### src/rtl/tmr_pkg.sv
`timescale 1ns/1ps
package tmr_pkg;
    localparam int CTRL_W    = 8;
    localparam int SRC_BIT   = 0;
    localparam int EDGE_BIT  = 1;
    localparam int IE_BIT    = 2;
    localparam int RUN_BIT   = 4;

    typedef enum logic {SRC_CLK = 1'b0, SRC_EVT = 1'b1} src_e;
    typedef enum logic {EDGE_RISE = 1'b0, EDGE_FALL = 1'b1} edge_e;

    typedef struct packed {
        logic  run;
        src_e  src;
        edge_e edge_sel;
        logic  ie;
    } tmr_ctrl_t;

    function automatic tmr_ctrl_t make_ctrl(input logic run_b, input logic src_b,
                                            input logic edge_b, input logic ie_b);
        tmr_ctrl_t c;
        c.run      = run_b;
        c.src      = src_e'(src_b);
        c.edge_sel = edge_e'(edge_b);
        c.ie       = ie_b;
        return c;
    endfunction

    function automatic logic pick_edge(input edge_e sel, input logic cur, input logic prev);
        return (sel == EDGE_RISE) ? (cur & ~prev) : (~cur & prev);
    endfunction
endpackage

### src/rtl/tmr_evt_detect.sv
`timescale 1ns/1ps
module tmr_evt_detect
    import tmr_pkg::*;
#(
    parameter int SYNC_STAGES = 2
) (
    input  logic  clk,
    input  logic  rst,
    input  logic  evt_in,
    input  edge_e edge_sel,
    output logic  evt_pulse
);
    localparam int SH_W = SYNC_STAGES + 1;

    logic [SH_W-1:0] sh_q;

    always_ff @(posedge clk) begin
        if (rst) sh_q <= '0;
        else     sh_q <= {sh_q[SH_W-2:0], evt_in};
    end

    assign evt_pulse = pick_edge(edge_sel, sh_q[SYNC_STAGES-1], sh_q[SYNC_STAGES]);

    // A detected edge of one polarity cannot repeat on the next cycle
    p_single_edge_r3: assert property (@(posedge clk) disable iff (rst)
        evt_pulse && $stable(edge_sel) |=> !evt_pulse);
endmodule

### src/rtl/tmr_count_core.sv
`timescale 1ns/1ps
module tmr_count_core #(
    parameter int CNT_W = 8
) (
    input  logic             clk,
    input  logic             rst,
    input  logic             run,
    input  logic             step_src,
    input  logic             inhibit,
    input  logic             preload_we,
    input  logic [CNT_W-1:0] preload_wdata,
    output logic [CNT_W-1:0] count,
    output logic             ovf
);
    localparam logic [CNT_W-1:0] ALL_ONES = {CNT_W{1'b1}};

    logic [CNT_W-1:0] count_q, pre_q;
    logic             step;

    assign step  = run & step_src & ~inhibit;
    assign ovf   = step & (count_q == ALL_ONES);
    assign count = count_q;

    always_ff @(posedge clk) begin
        if (rst) begin
            count_q <= '0;
            pre_q   <= '0;
        end else begin
            if (preload_we) begin
                pre_q <= preload_wdata;
                if (!run) count_q <= preload_wdata;
            end else if (step) begin
                count_q <= ovf ? pre_q : count_q + 1'b1;
            end
        end
    end

    p_stopped_hold_r2: assert property (@(posedge clk) disable iff (rst)
        (!run && !preload_we) |=> $stable(count_q));
    p_inhibit_hold_r7: assert property (@(posedge clk) disable iff (rst)
        (run && inhibit) |=> $stable(count_q));
    p_reload_r4: assert property (@(posedge clk) disable iff (rst)
        ovf |=> (count_q == $past(pre_q)));
    p_stopped_load_r8: assert property (@(posedge clk) disable iff (rst)
        (preload_we && !run) |=> (count_q == $past(preload_wdata)));
endmodule

### src/rtl/tmr_flag_unit.sv
`timescale 1ns/1ps
module tmr_flag_unit (
    input  logic clk,
    input  logic rst,
    input  logic ovf,
    input  logic ie,
    input  logic flag_we,
    input  logic flag_wdata,
    output logic flag,
    output logic irq,
    output logic wake
);
    logic flag_q, wake_q;

    always_ff @(posedge clk) begin
        if (rst) begin
            flag_q <= 1'b0;
            wake_q <= 1'b0;
        end else begin
            wake_q <= ovf & ~flag_q;
            if (ovf)          flag_q <= 1'b1;
            else if (flag_we) flag_q <= flag_wdata;
        end
    end

    assign flag = flag_q;
    assign wake = wake_q;
    assign irq  = flag_q & ie;

    p_flag_on_ovf_r9: assert property (@(posedge clk) disable iff (rst)
        ovf |=> flag_q);
    p_wake_cause_r6: assert property (@(posedge clk) disable iff (rst)
        wake_q |-> ($past(ovf) && !$past(flag_q)));
    p_wake_single_r6: assert property (@(posedge clk) disable iff (rst)
        wake_q |=> !wake_q);
endmodule

### src/rtl/tmr_event_counter.sv
`timescale 1ns/1ps
module tmr_event_counter
    import tmr_pkg::*;
#(
    parameter int CNT_W       = 8,
    parameter int SYNC_STAGES = 2
) (
    input  logic             clk,
    input  logic             rst,
    input  logic             ctrl_we,
    input  logic [7:0]       ctrl_wdata,
    input  logic             preload_we,
    input  logic [CNT_W-1:0] preload_wdata,
    input  logic             cnt_re,
    output logic [CNT_W-1:0] cnt_rdata,
    input  logic             flag_we,
    input  logic             flag_wdata,
    input  logic             evt_in,
    output logic             irq,
    output logic             irq_flag,
    output logic             wake
);
    tmr_ctrl_t ctrl_q;
    logic      evt_pulse, step_src, ovf;
    logic      unused_ctrl_bits;

    assign unused_ctrl_bits = ^{ctrl_wdata[7:5], ctrl_wdata[3]};

    always_ff @(posedge clk) begin
        if (rst) ctrl_q <= make_ctrl(1'b0, 1'b0, 1'b0, 1'b0);
        else if (ctrl_we)
            ctrl_q <= make_ctrl(ctrl_wdata[RUN_BIT], ctrl_wdata[SRC_BIT],
                                ctrl_wdata[EDGE_BIT], ctrl_wdata[IE_BIT]);
    end

    tmr_evt_detect #(.SYNC_STAGES(SYNC_STAGES)) i_detect (
        .clk(clk), .rst(rst), .evt_in(evt_in),
        .edge_sel(ctrl_q.edge_sel), .evt_pulse(evt_pulse)
    );

    assign step_src = (ctrl_q.src == SRC_CLK) ? 1'b1 : evt_pulse;

    tmr_count_core #(.CNT_W(CNT_W)) i_core (
        .clk(clk), .rst(rst), .run(ctrl_q.run), .step_src(step_src),
        .inhibit(cnt_re | preload_we), .preload_we(preload_we),
        .preload_wdata(preload_wdata), .count(cnt_rdata), .ovf(ovf)
    );

    tmr_flag_unit i_flag (
        .clk(clk), .rst(rst), .ovf(ovf), .ie(ctrl_q.ie),
        .flag_we(flag_we), .flag_wdata(flag_wdata),
        .flag(irq_flag), .irq(irq), .wake(wake)
    );

    p_event_idle_r3: assert property (@(posedge clk) disable iff (rst)
        (ctrl_q.src == SRC_EVT && !evt_pulse && !preload_we) |=> $stable(cnt_rdata));
endmodule

### config.mk
export PLATFORM = sky130hd
export DESIGN_NAME = tmr_event_counter
export DESIGN_NICKNAME = d
export VERILOG_FILES = /design/src/rtl/tmr_pkg.sv /design/src/rtl/tmr_evt_detect.sv /design/src/rtl/tmr_count_core.sv /design/src/rtl/tmr_flag_unit.sv /design/src/rtl/tmr_event_counter.sv
export SDC_FILE = /design/constraint.sdc
export NUM_CORES = 1
export LEC_CHECK = 0
export BUFFER_PORTS_ARGS = -buffer_cell sky130_fd_sc_hd__buf_4
export CORE_MARGIN = 1.5
export CORE_UTILIZATION = 40
export DETAILED_ROUTE_END_ITERATION = 12
export PLACE_DENSITY_LB_ADDON = 0.25
export REMOVE_ABC_BUFFERS = 1
export SETUP_SLACK_MARGIN = 0.2
export SYNTH_ARGS = -nofsm -noshare
export SYNTH_HDL_FRONTEND = slang
export SYNTH_SLANG_ARGS = --single-unit
### constraint.sdc
create_clock -name clk -period 2.9 [get_ports clk]
set_clock_uncertainty 0.1 [all_clocks]
set_input_delay 0 -clock clk [delete_from_list [all_inputs] [get_ports clk]]
set_output_delay 0 -clock clk [all_outputs]
set_load 0.1 [all_outputs]
==> flow_summary_export.csv, run 1 <==
group,metric,value,unit
timing,totalNegativeSetupSlack,0,ns
place,place_congestion,0.822,
floorplan,die_area,0.00334,mm2
clock_network,path_clk_slew,0.14,ns
status,status,"complete, but fails checks",
clock_network,cts-root-buf,"sky130_fd_sc_hd__clkbuf_4",
setup_path,cp.buffers_inverters,1,
floorplan,starting_density,0.428,
setup_path,cpPeakStageDelay,0.56,ns
clock_network,clock_insertion_delay_worst_skew,0.32,ns
finish,fin_util,0.647,
clock_network,clock_sink_count,25,
power,share_comb_of_total_power,0.311,
finish,layout.filler_cells,235,
floorplan,floorplan.die.height,57.8,um
setup_path,reg2reg_slack,0.68,ns
power,pwr_density_cell,436,mW/mm2
detailed_routing,num_vias,1247,
status,failed_checks,"design-rule violations",
timing,setup_viol_count_final,0,
timing,fin_hold_viols,0,
setup_path,cp-start-kind,"flip-flop",
power,switching_power,0.275,mW
timing,finalHoldWorstSlack,0.0878,ns
clock_network,number_of_h_tree_levels,1,
clock_network,post-cts-setup-buffers,0,
logic_synthesis,dominantRegCellSynth,"sky130_fd_sc_hd__dfxtp_1",
floorplan,rows,19,
setup_path,worstSetupPathType,"flip-flop to flip-flop",
logic_synthesis,synth_commonest_cells,"25 x sky130_fd_sc_hd__dfxtp_1, 23 x sky130_fd_sc_hd__nor2_1, 11 x sky130_fd_sc_hd__mux2i_1, 11 x sky130_fd_sc_hd__nand2_1, 11 x sky130_fd_sc_hd__nand3_1",
power,share_clk_of_total_power,0.197,
place,dp_wirelength,1940,um
floorplan,top_level_ports,35,
detailed_routing,detail_route.drc_violations,4,
setup_path,rr_startpoint,"i_core.count[0]$_SDFFE_PP0P_",
grt,grt_first_pass_wirelength,5180,um
timing,layout_setup_ws,0.676,ns
grt,grtUsageTotal,0.198,
min_path,holdPathStages,6,
clock_network,clockBufferDepth,2,
detailed_routing,detailed_route_wire_length_per_cell,13.3,um
logic_synthesis,synth_largest_area_cell,"sky130_fd_sc_hd__dfxtp_1",
setup_path,arrival,2.38,ns
timing,layout_min_cycle_time,2.22,ns
grt,grt_max_degree,27,
power,power_leakage,0.784,nW
logic_synthesis,synth_largest_type_area_fraction,0.417,
setup_path,path_delay_family,"simple AND/OR/NAND/NOR gates",
finish,final_nets,228,
setup_path,critical_path_required,3.06,ns
power,switching_share,0.347,
min_path,hold_path.class,"input pin to flip-flop",
clock_network,cts_inserted_buffers,3,
grt,vias_in_the_first_global_route,1221,
finish,n_antenna_cell,0,
logic_synthesis,synth_cells,138,
timing,rsz0062_at_grt,"false",
setup_path,type_of_element_capturing_the_critical_path,"flip-flop",
logic_synthesis,yosys_register_bits,25,
timing,relSlewSlack,0.512,
detailed_routing,viasPerCell,5.35,
logic_synthesis,yosysWarningCount,0,
timing,timing.final.crit_share,0.767,
timing,timing_worst_slew_pin_value,0.727,ns
finish,drive_above_1_share,0.193,
setup_path,worstSetupStartpoint,"i_core.count[0]$_SDFFE_PP0P_",
setup_path,crit_fanout,6,
power,sequentialPowerShare,0.492,
logic_synthesis,mappedNetlistArea,0.00120,mm2
clock_network,cts_tree,"done",
setup_path,path_cells,"ha_1, nand4_1, nor2_1, nand3_1, a21oi_1, dlygate4sd3_1",
min_path,min-delay-start,"cnt_re",
logic_synthesis,synth.most_common_cell,"sky130_fd_sc_hd__dfxtp_1",
logic_synthesis,synthArstFlopShare,0,
min_path,hold_end,"i_core.count[1]$_SDFFE_PP0P_",
clock_network,holdBufCountCts,36,
timing,timing.final.max_slew_violations,0,
logic_synthesis,synth_enable_flop_cells,0,
run,cap_viol_max_count,0,
logic_synthesis,syn-mean-instance-area,8.69,um2
timing,max_freq,450,MHz
logic_synthesis,top_cells_by_area_synth,"sky130_fd_sc_hd__dfxtp_1 42%, sky130_fd_sc_hd__mux2i_1 9.2%, sky130_fd_sc_hd__nor2_1 7.2%, sky130_fd_sc_hd__a311oi_1 5.1%, sky130_fd_sc_hd__nand3_1 4.6%",
detailed_routing,finalWirelength,3110,um
detailed_routing,drt_iter0_markers,57,
finish,areaGrowthSynthToFinish,51.3,%
logic_synthesis,synth-seq-area-share,0.417,
floorplan,core_region_area,0.00281,mm2
power,vdd.ir_drop.worst,0.000271,V
place,placement.setup.worst_slack,0.911,ns
setup_path,ff2ff_path_depth,6,
logic_synthesis,ys_types,33,
grt,antenna_found_initial,0,
clock_network,cts-resized-gates,0,
setup_path,rr_endpoint,"i_flag.flag$_SDFFE_PP0P_",
setup_path,crit_path_top_delay_cell,"sky130_fd_sc_hd__dlygate4sd3_1",
floorplan,die_width,57.8,um
detailed_routing,final_antenna_net_count,0,
place,io_buffer_count,30,
detailed_routing,firstDrtPassIters,9,
power,intPower,0.517,mW
grt,gr-total-overflow,0,
==> layout make-up <==
class | count | area, um2 | share of cell area
sequential | 25 | 500 | 0.276
clock inverter | 1 | 5.00 | 0.00276
clock buffer | 3 | 22.5 | 0.0124
inverter | 2 | 7.51 | 0.00414
timing repair buffer | 66 | 586 | 0.323
tap | 31 | 38.8 | 0.0214
multi-input combinational | 105 | 656 | 0.361
==> placed cells by master (no fill, tap or decap), types with 2 or more instances in the layout <==
master                          synthesis  routed
sky130_fd_sc_hd__dlygate4sd3_1          0      36
sky130_fd_sc_hd__buf_4                  1      30
sky130_fd_sc_hd__dfxtp_1               25      25
sky130_fd_sc_hd__nor2_1                23      23
sky130_fd_sc_hd__mux2i_1               11      11
sky130_fd_sc_hd__nand2_1               11      11
sky130_fd_sc_hd__nand3_1               11      11
sky130_fd_sc_hd__a311oi_1               7       7
sky130_fd_sc_hd__o21ai_0                5       5
sky130_fd_sc_hd__a21oi_1                5       5
sky130_fd_sc_hd__nor2b_1                4       4
sky130_fd_sc_hd__xor2_1                 4       4
sky130_fd_sc_hd__nand4_1                3       3
sky130_fd_sc_hd__clkbuf_4               0       3
sky130_fd_sc_hd__and2_1                 2       2
sky130_fd_sc_hd__nand2b_1               2       2
sky130_fd_sc_hd__inv_1                  2       2
sky130_fd_sc_hd__nor3_1                 2       2
sky130_fd_sc_hd__o21ai_1                2       2
==> worst reg2reg max path: stages, from the launching register on <==
cell and delay [ns]:
sky130_fd_sc_hd__dfxtp_1 0.46, sky130_fd_sc_hd__ha_1 0.29, sky130_fd_sc_hd__nand4_1 0.14, sky130_fd_sc_hd__nor2_1 0.19, sky130_fd_sc_hd__nand3_1 0.24, sky130_fd_sc_hd__a21oi_1 0.19
sky130_fd_sc_hd__dlygate4sd3_1 0.56
==> worst max path at each step <==
stage                                              end  slack, ns  depth (start not counted)
after floorplan           i_core.count[2]$_SDFFE_PP0P_       0.40                          6
after global placement    i_core.count[5]$_SDFFE_PP0P_       0.96                          6
after detailed placement  i_core.count[2]$_SDFFE_PP0P_       0.91                          6
after CTS                     i_flag.flag$_SDFFE_PP0P_       0.76                          6
after global routing          i_flag.flag$_SDFFE_PP0P_       0.53                          6
final                         i_flag.flag$_SDFFE_PP0P_       0.68                          6
==> kinds of logic (layout without fill, tap and decap cells) <==
logic type / Yosys count / count (layout) / synth area share
AND/OR/NAND/NOR: 63 / 63 / 0.259
AO/OA/AOI/OAI: 25 / 25 / 0.149
flip-flops: 25 / 25 / 0.417
multiplexers: 11 / 11 / 0.0918
buffers and inverters: 8 / 72 / 0.0365
XOR/XNOR: 5 / 5 / 0.0365
adder cells (fa/ha/maj): 1 / 1 / 0.0104
==> per-layer routing <==
layer | global-route usage | vias to the layer above | share of wire
met5 | 0 | - | 0
li1 | - | 617 | -
met4 | 0.0498 | 0 | 0.0068
met3 | 0.0268 | 2 | 0.049
met2 | 0.362 | 34 | 0.50
met1 | 0.245 | 594 | 0.44
==> through the flow <==
stage               area (um2)  power, mW  std cells
floorplan                 1160      0.534        132
CTS                       1820      0.795        233
global route              1820      0.831        233
global placement          1430      0.595        193
finish                    1820      0.791        233
detailed placement        1430      0.599        193
==> power by group through the flow <==
stage | Clock, mW | Combinational, mW | Sequential, mW
after detailed placement | 0 | 0.202 | 0.396
final | 0.156 | 0.246 | 0.389
after floorplan | 0 | 0.0610 | 0.473
after CTS | 0.163 | 0.244 | 0.389
after global placement | 0 | 0.200 | 0.395
after global routing | 0.177 | 0.261 | 0.392
==> state kept, by name, summed over array words and instances, names as in the netlist <==
register       cells
i_flag.flag        1
i_detect.sh_q      3
i_core.count       8
ctrl_q             4
i_flag.wake        1
i_core.pre_q       8
No activity file was read; power rests on OpenSTA's default activity.
==> inputs of run 2 (changes only) <==
--- a/config.mk
+++ b/config.mk
@@ -5,6 +5,7 @@
 export SDC_FILE = /design/constraint.sdc
 export NUM_CORES = 1
 export LEC_CHECK = 0
+export ABC_AREA = 1
 export BUFFER_PORTS_ARGS = -buffer_cell sky130_fd_sc_hd__buf_4
 export CORE_MARGIN = 1.5
 export CORE_UTILIZATION = 40
==> constraint.sdc (replaced) <==
create_clock -name clk -period 2.2 [get_ports clk]
set_clock_uncertainty 0.1 [all_clocks]
set_input_delay 0 -clock clk [delete_from_list [all_inputs] [get_ports clk]]
set_output_delay 0 -clock clk [all_outputs]
set_load 0.1 [all_outputs]
==> run 2 against run 1 <==
Net effect: the flow now finishes without violations; non-clock buffer count fell by 3; first-iteration DRC count up 1.8%; synthesized area rose by 2.2%; cell area stayed put; die area up 2.1%; synthesized cell count is 22% higher; flip-flop and latch count unchanged; critical path depth grew 1; clock power increased by 31%; sequential power grew 31%; critical endpoint is now ctrl_q[2]$_SDFFE_PP0P_; largest cell class unchanged.
==> flow_summary_export.csv, run 2 <==
group,metric,value,unit
setup_path,crit_path_top_delay_cell,"sky130_fd_sc_hd__dlygate4sd3_1",
setup_path,worstSetupStartpoint,"ctrl_we",
logic_synthesis,synth_largest_type_area_fraction,0.408,
logic_synthesis,syn-mean-instance-area,7.30,um2
logic_synthesis,dominantRegCellSynth,"sky130_fd_sc_hd__dfxtp_1",
setup_path,cpPeakStageDelay,0.56,ns
grt,grt_max_degree,15,
floorplan,top_level_ports,35,
status,status,"finished clean",
floorplan,core_region_area,0.00283,mm2
setup_path,rr_startpoint,"i_core.count[0]$_SDFFE_PP0P_",
timing,timing.final.crit_share,0.848,
logic_synthesis,yosys_register_bits,25,
power,power_leakage,0.821,nW
grt,vias_in_the_first_global_route,1217,
detailed_routing,viasPerCell,5.03,
power,pwr_density_cell,564,mW/mm2
timing,max_freq,536,MHz
logic_synthesis,synth_largest_area_cell,"sky130_fd_sc_hd__dfxtp_1",
clock_network,clock_insertion_delay_worst_skew,0.32,ns
finish,sequential_cell_area,500,um2
logic_synthesis,top_cells_by_area_synth,"sky130_fd_sc_hd__dfxtp_1 41%, sky130_fd_sc_hd__nand2_1 12%, sky130_fd_sc_hd__a21oi_1 7.3%, sky130_fd_sc_hd__inv_1 6.1%, sky130_fd_sc_hd__nor2_1 5.2%",
setup_path,ff2ff_path_depth,8,
floorplan,die_width,58.4,um
timing,relSlewSlack,0.692,
timing,totalNegativeSetupSlack,0,ns
logic_synthesis,synth.most_common_cell,"sky130_fd_sc_hd__nand2_1",
setup_path,cp-start-kind,"input pin",
finish,mostFrequentLayoutCell,"sky130_fd_sc_hd__nand2_1",
place,place_congestion,0.794,
clock_network,cts-root-buf,"sky130_fd_sc_hd__clkbuf_4",
setup_path,arrival,2.04,ns
setup_path,cp.buffers_inverters,5,
floorplan,die_area,0.00341,mm2
setup_path,crit_fanout,6,
setup_path,worstSetupPathType,"input pin to flip-flop",
clock_network,clock_sink_count,25,
place,io_buffer_count,30,
finish,final_nets,256,
timing,timing_worst_slew_pin_value,0.462,ns
clock_network,cts_inserted_buffers,3,
place,placed_cells_incl_taps,224,
clock_network,cts_tree,"done",
power,vdd.ir_drop.worst,0.000377,V
grt,grtUsageTotal,0.201,
floorplan,starting_density,0.433,
setup_path,setup.worst_path.end,"ctrl_q[2]$_SDFFE_PP0P_",
detailed_routing,firstDrtPassIters,4,
setup_path,critical_path_cell_count,7,
setup_path,critical-path-top-cell-by-count,"sky130_fd_sc_hd__dlygate4sd3_1",
timing,rsz0062_at_grt,"false",
detailed_routing,final_antenna_net_count,0,
finish,layout.cells.most_common_list,"40 x sky130_fd_sc_hd__nand2_1, 33 x sky130_fd_sc_hd__dlygate4sd3_1, 30 x sky130_fd_sc_hd__buf_4, 25 x sky130_fd_sc_hd__dfxtp_1, 19 x sky130_fd_sc_hd__inv_1",
finish,n_antenna_cell,0,
logic_synthesis,synth_commonest_cells,"40 x sky130_fd_sc_hd__nand2_1, 25 x sky130_fd_sc_hd__dfxtp_1, 20 x sky130_fd_sc_hd__inv_1, 18 x sky130_fd_sc_hd__a21oi_1, 17 x sky130_fd_sc_hd__nor2_1",
logic_synthesis,synth-seq-area-share,0.408,
finish,finish.cell_count_without_fillers,261,
detailed_routing,detail_route.drc_violations,0,
logic_synthesis,yosysWarningCount,0,
timing,layout_min_cycle_time,1.87,ns
logic_synthesis,synth_enable_flop_cells,0,
detailed_routing,finalWirelength,3160,um
floorplan,floorplan.die.height,58.4,um
grt,antenna_found_initial,0,
timing,setup_viol_count_final,0,
finish,multiInputGateArea,619,um2
timing,fin_hold_viols,0,
setup_path,reg2reg_slack,0.55,ns
detailed_routing,num_vias,1312,
grt,grt_first_pass_wirelength,5350,um
detailed_routing,detailed_route_wire_length_per_cell,12.1,um
grt,gr-total-overflow,0,
setup_path,path_cells,"dlygate4sd3_1, buf_4, inv_2, nor2_1, dlygate4sd3_1, nor2_1, dlygate4sd3_1",
power,total_power,1.02,mW
run,cap_viol_max_count,0,
finish,areaGrowthSynthToFinish,48.1,%
setup_path,type_of_element_capturing_the_critical_path,"flip-flop",
timing,timing.final.max_slew_violations,0,
setup_path,rr_endpoint,"i_core.count[5]$_SDFFE_PP0P_",
setup_path,path_delay_family,"buffers and inverters",
detailed_routing,drt_iter0_markers,58,
setup_path,critical_path_required,2.38,ns
clock_network,clockBufferDepth,2,
logic_synthesis,mappedNetlistArea,0.00123,mm2
clock_network,number_of_h_tree_levels,1,
floorplan,rows,19,
clock_network,path_clk_slew,0.14,ns
finish,drive_above_1_share,0.178,
min_path,hold_path.class,"input pin to flip-flop",
finish,layout.filler_cells,256,
logic_synthesis,synth_cells,168,
clock_network,post-cts-setup-buffers,0,
logic_synthesis,ys_types,25,
logic_synthesis,synthArstFlopShare,0,
finish,fin_util,0.642,
place,dp_wirelength,1950,um
-- run 2: changes by cell type in the layout (fill, tap and decap cells not counted), moves of 3 or more --
| cell | change |
|---|---|
| sky130_fd_sc_hd__nand2_1 | +29 |
| sky130_fd_sc_hd__inv_1 | +17 |
| sky130_fd_sc_hd__a21oi_1 | +13 |
| sky130_fd_sc_hd__mux2i_1 | -10 |
| sky130_fd_sc_hd__a311oi_1 | -7 |
| sky130_fd_sc_hd__nand3_1 | -6 |
| sky130_fd_sc_hd__nor2_1 | -6 |
| sky130_fd_sc_hd__o21ai_1 | +5 |
| sky130_fd_sc_hd__nor2b_1 | -4 |
| sky130_fd_sc_hd__a21boi_0 | +3 |
| sky130_fd_sc_hd__dlygate4sd3_1 | -3 |
-- run 2: through the flow --
step,cell area (um2),hold WS (ns),worst slack (ns)
global placement,1460,0.104,0.587
detailed placement,1460,0.111,0.559
global route,1820,0.0682,0.245
finish,1820,0.0336,0.333
floorplan,1190,-0.0309,-0.0620
CTS,1820,0.00522,0.353
-- run 2: worst min-delay path, cell delays in order --
cell                      delay (ns)
sky130_fd_sc_hd__buf_4          0.17
sky130_fd_sc_hd__nand2_1        0.09
sky130_fd_sc_hd__nand4_1        0.09
sky130_fd_sc_hd__nand2_1        0.05
sky130_fd_sc_hd__inv_1          0.04
-- run 2: power breakdown --
part	switching, mW	internal [mW]
Clock	0.134	0.0709
Sequential	0.0263	0.482
Combinational	0.194	0.117
-- run 2: kinds of logic (layout without fill, tap and decap cells) --
group,count (synthesis),after routing,share of synthesized area
buffers and inverters,25,87,0.0867
multiplexers,1,1,0.00816
adder cells (fa/ha/maj),1,1,0.0102
AO/OA/AOI/OAI,34,34,0.145
flip-flops,25,25,0.408
AND/OR/NAND/NOR,77,77,0.306
XOR/XNOR,5,5,0.0357
-- run 2: worst min path at each step --
stage / from / to / slack, ns / cells past startpoint
2_1_floorplan: rst / i_core.pre_q[0]$_SDFFE_PP0P_ / -0.03 / 1
3_3_place_gp: evt_in / i_detect.sh_q[0]$_SDFF_PP0_ / 0.10 / 3
3_5_place_dp: evt_in / i_detect.sh_q[0]$_SDFF_PP0_ / 0.11 / 3
4_1_cts: preload_we / i_core.count[4]$_SDFFE_PP0P_ / 0.005 / 5
5_1_grt: preload_we / i_core.count[4]$_SDFFE_PP0P_ / 0.07 / 5
6_report: preload_we / i_core.count[4]$_SDFFE_PP0P_ / 0.03 / 5
-- run 2: final cells by class --
class,count,area share
multi-input cells,118,0.341
inverters,20,0.0414
flip-flops and latches,25,0.276
well taps,31,0.0214
repair buffers,63,0.306
clock buffers,4,0.0145
-- run 2: what timing repair did --
action	4_1_cts	5_1_grt
setup endpoints to repair	0	2
hold buffers	33	0
endpoints found under the hold margin	24	0
gates resized for setup	0	1
-- run 2: per-layer routing --
layer	global-route usage	part of all wire
met2	0.345	0.50
met3	0.0440	0.041
met4	0.0432	0.010
met1	0.259	0.45
met5	0	0
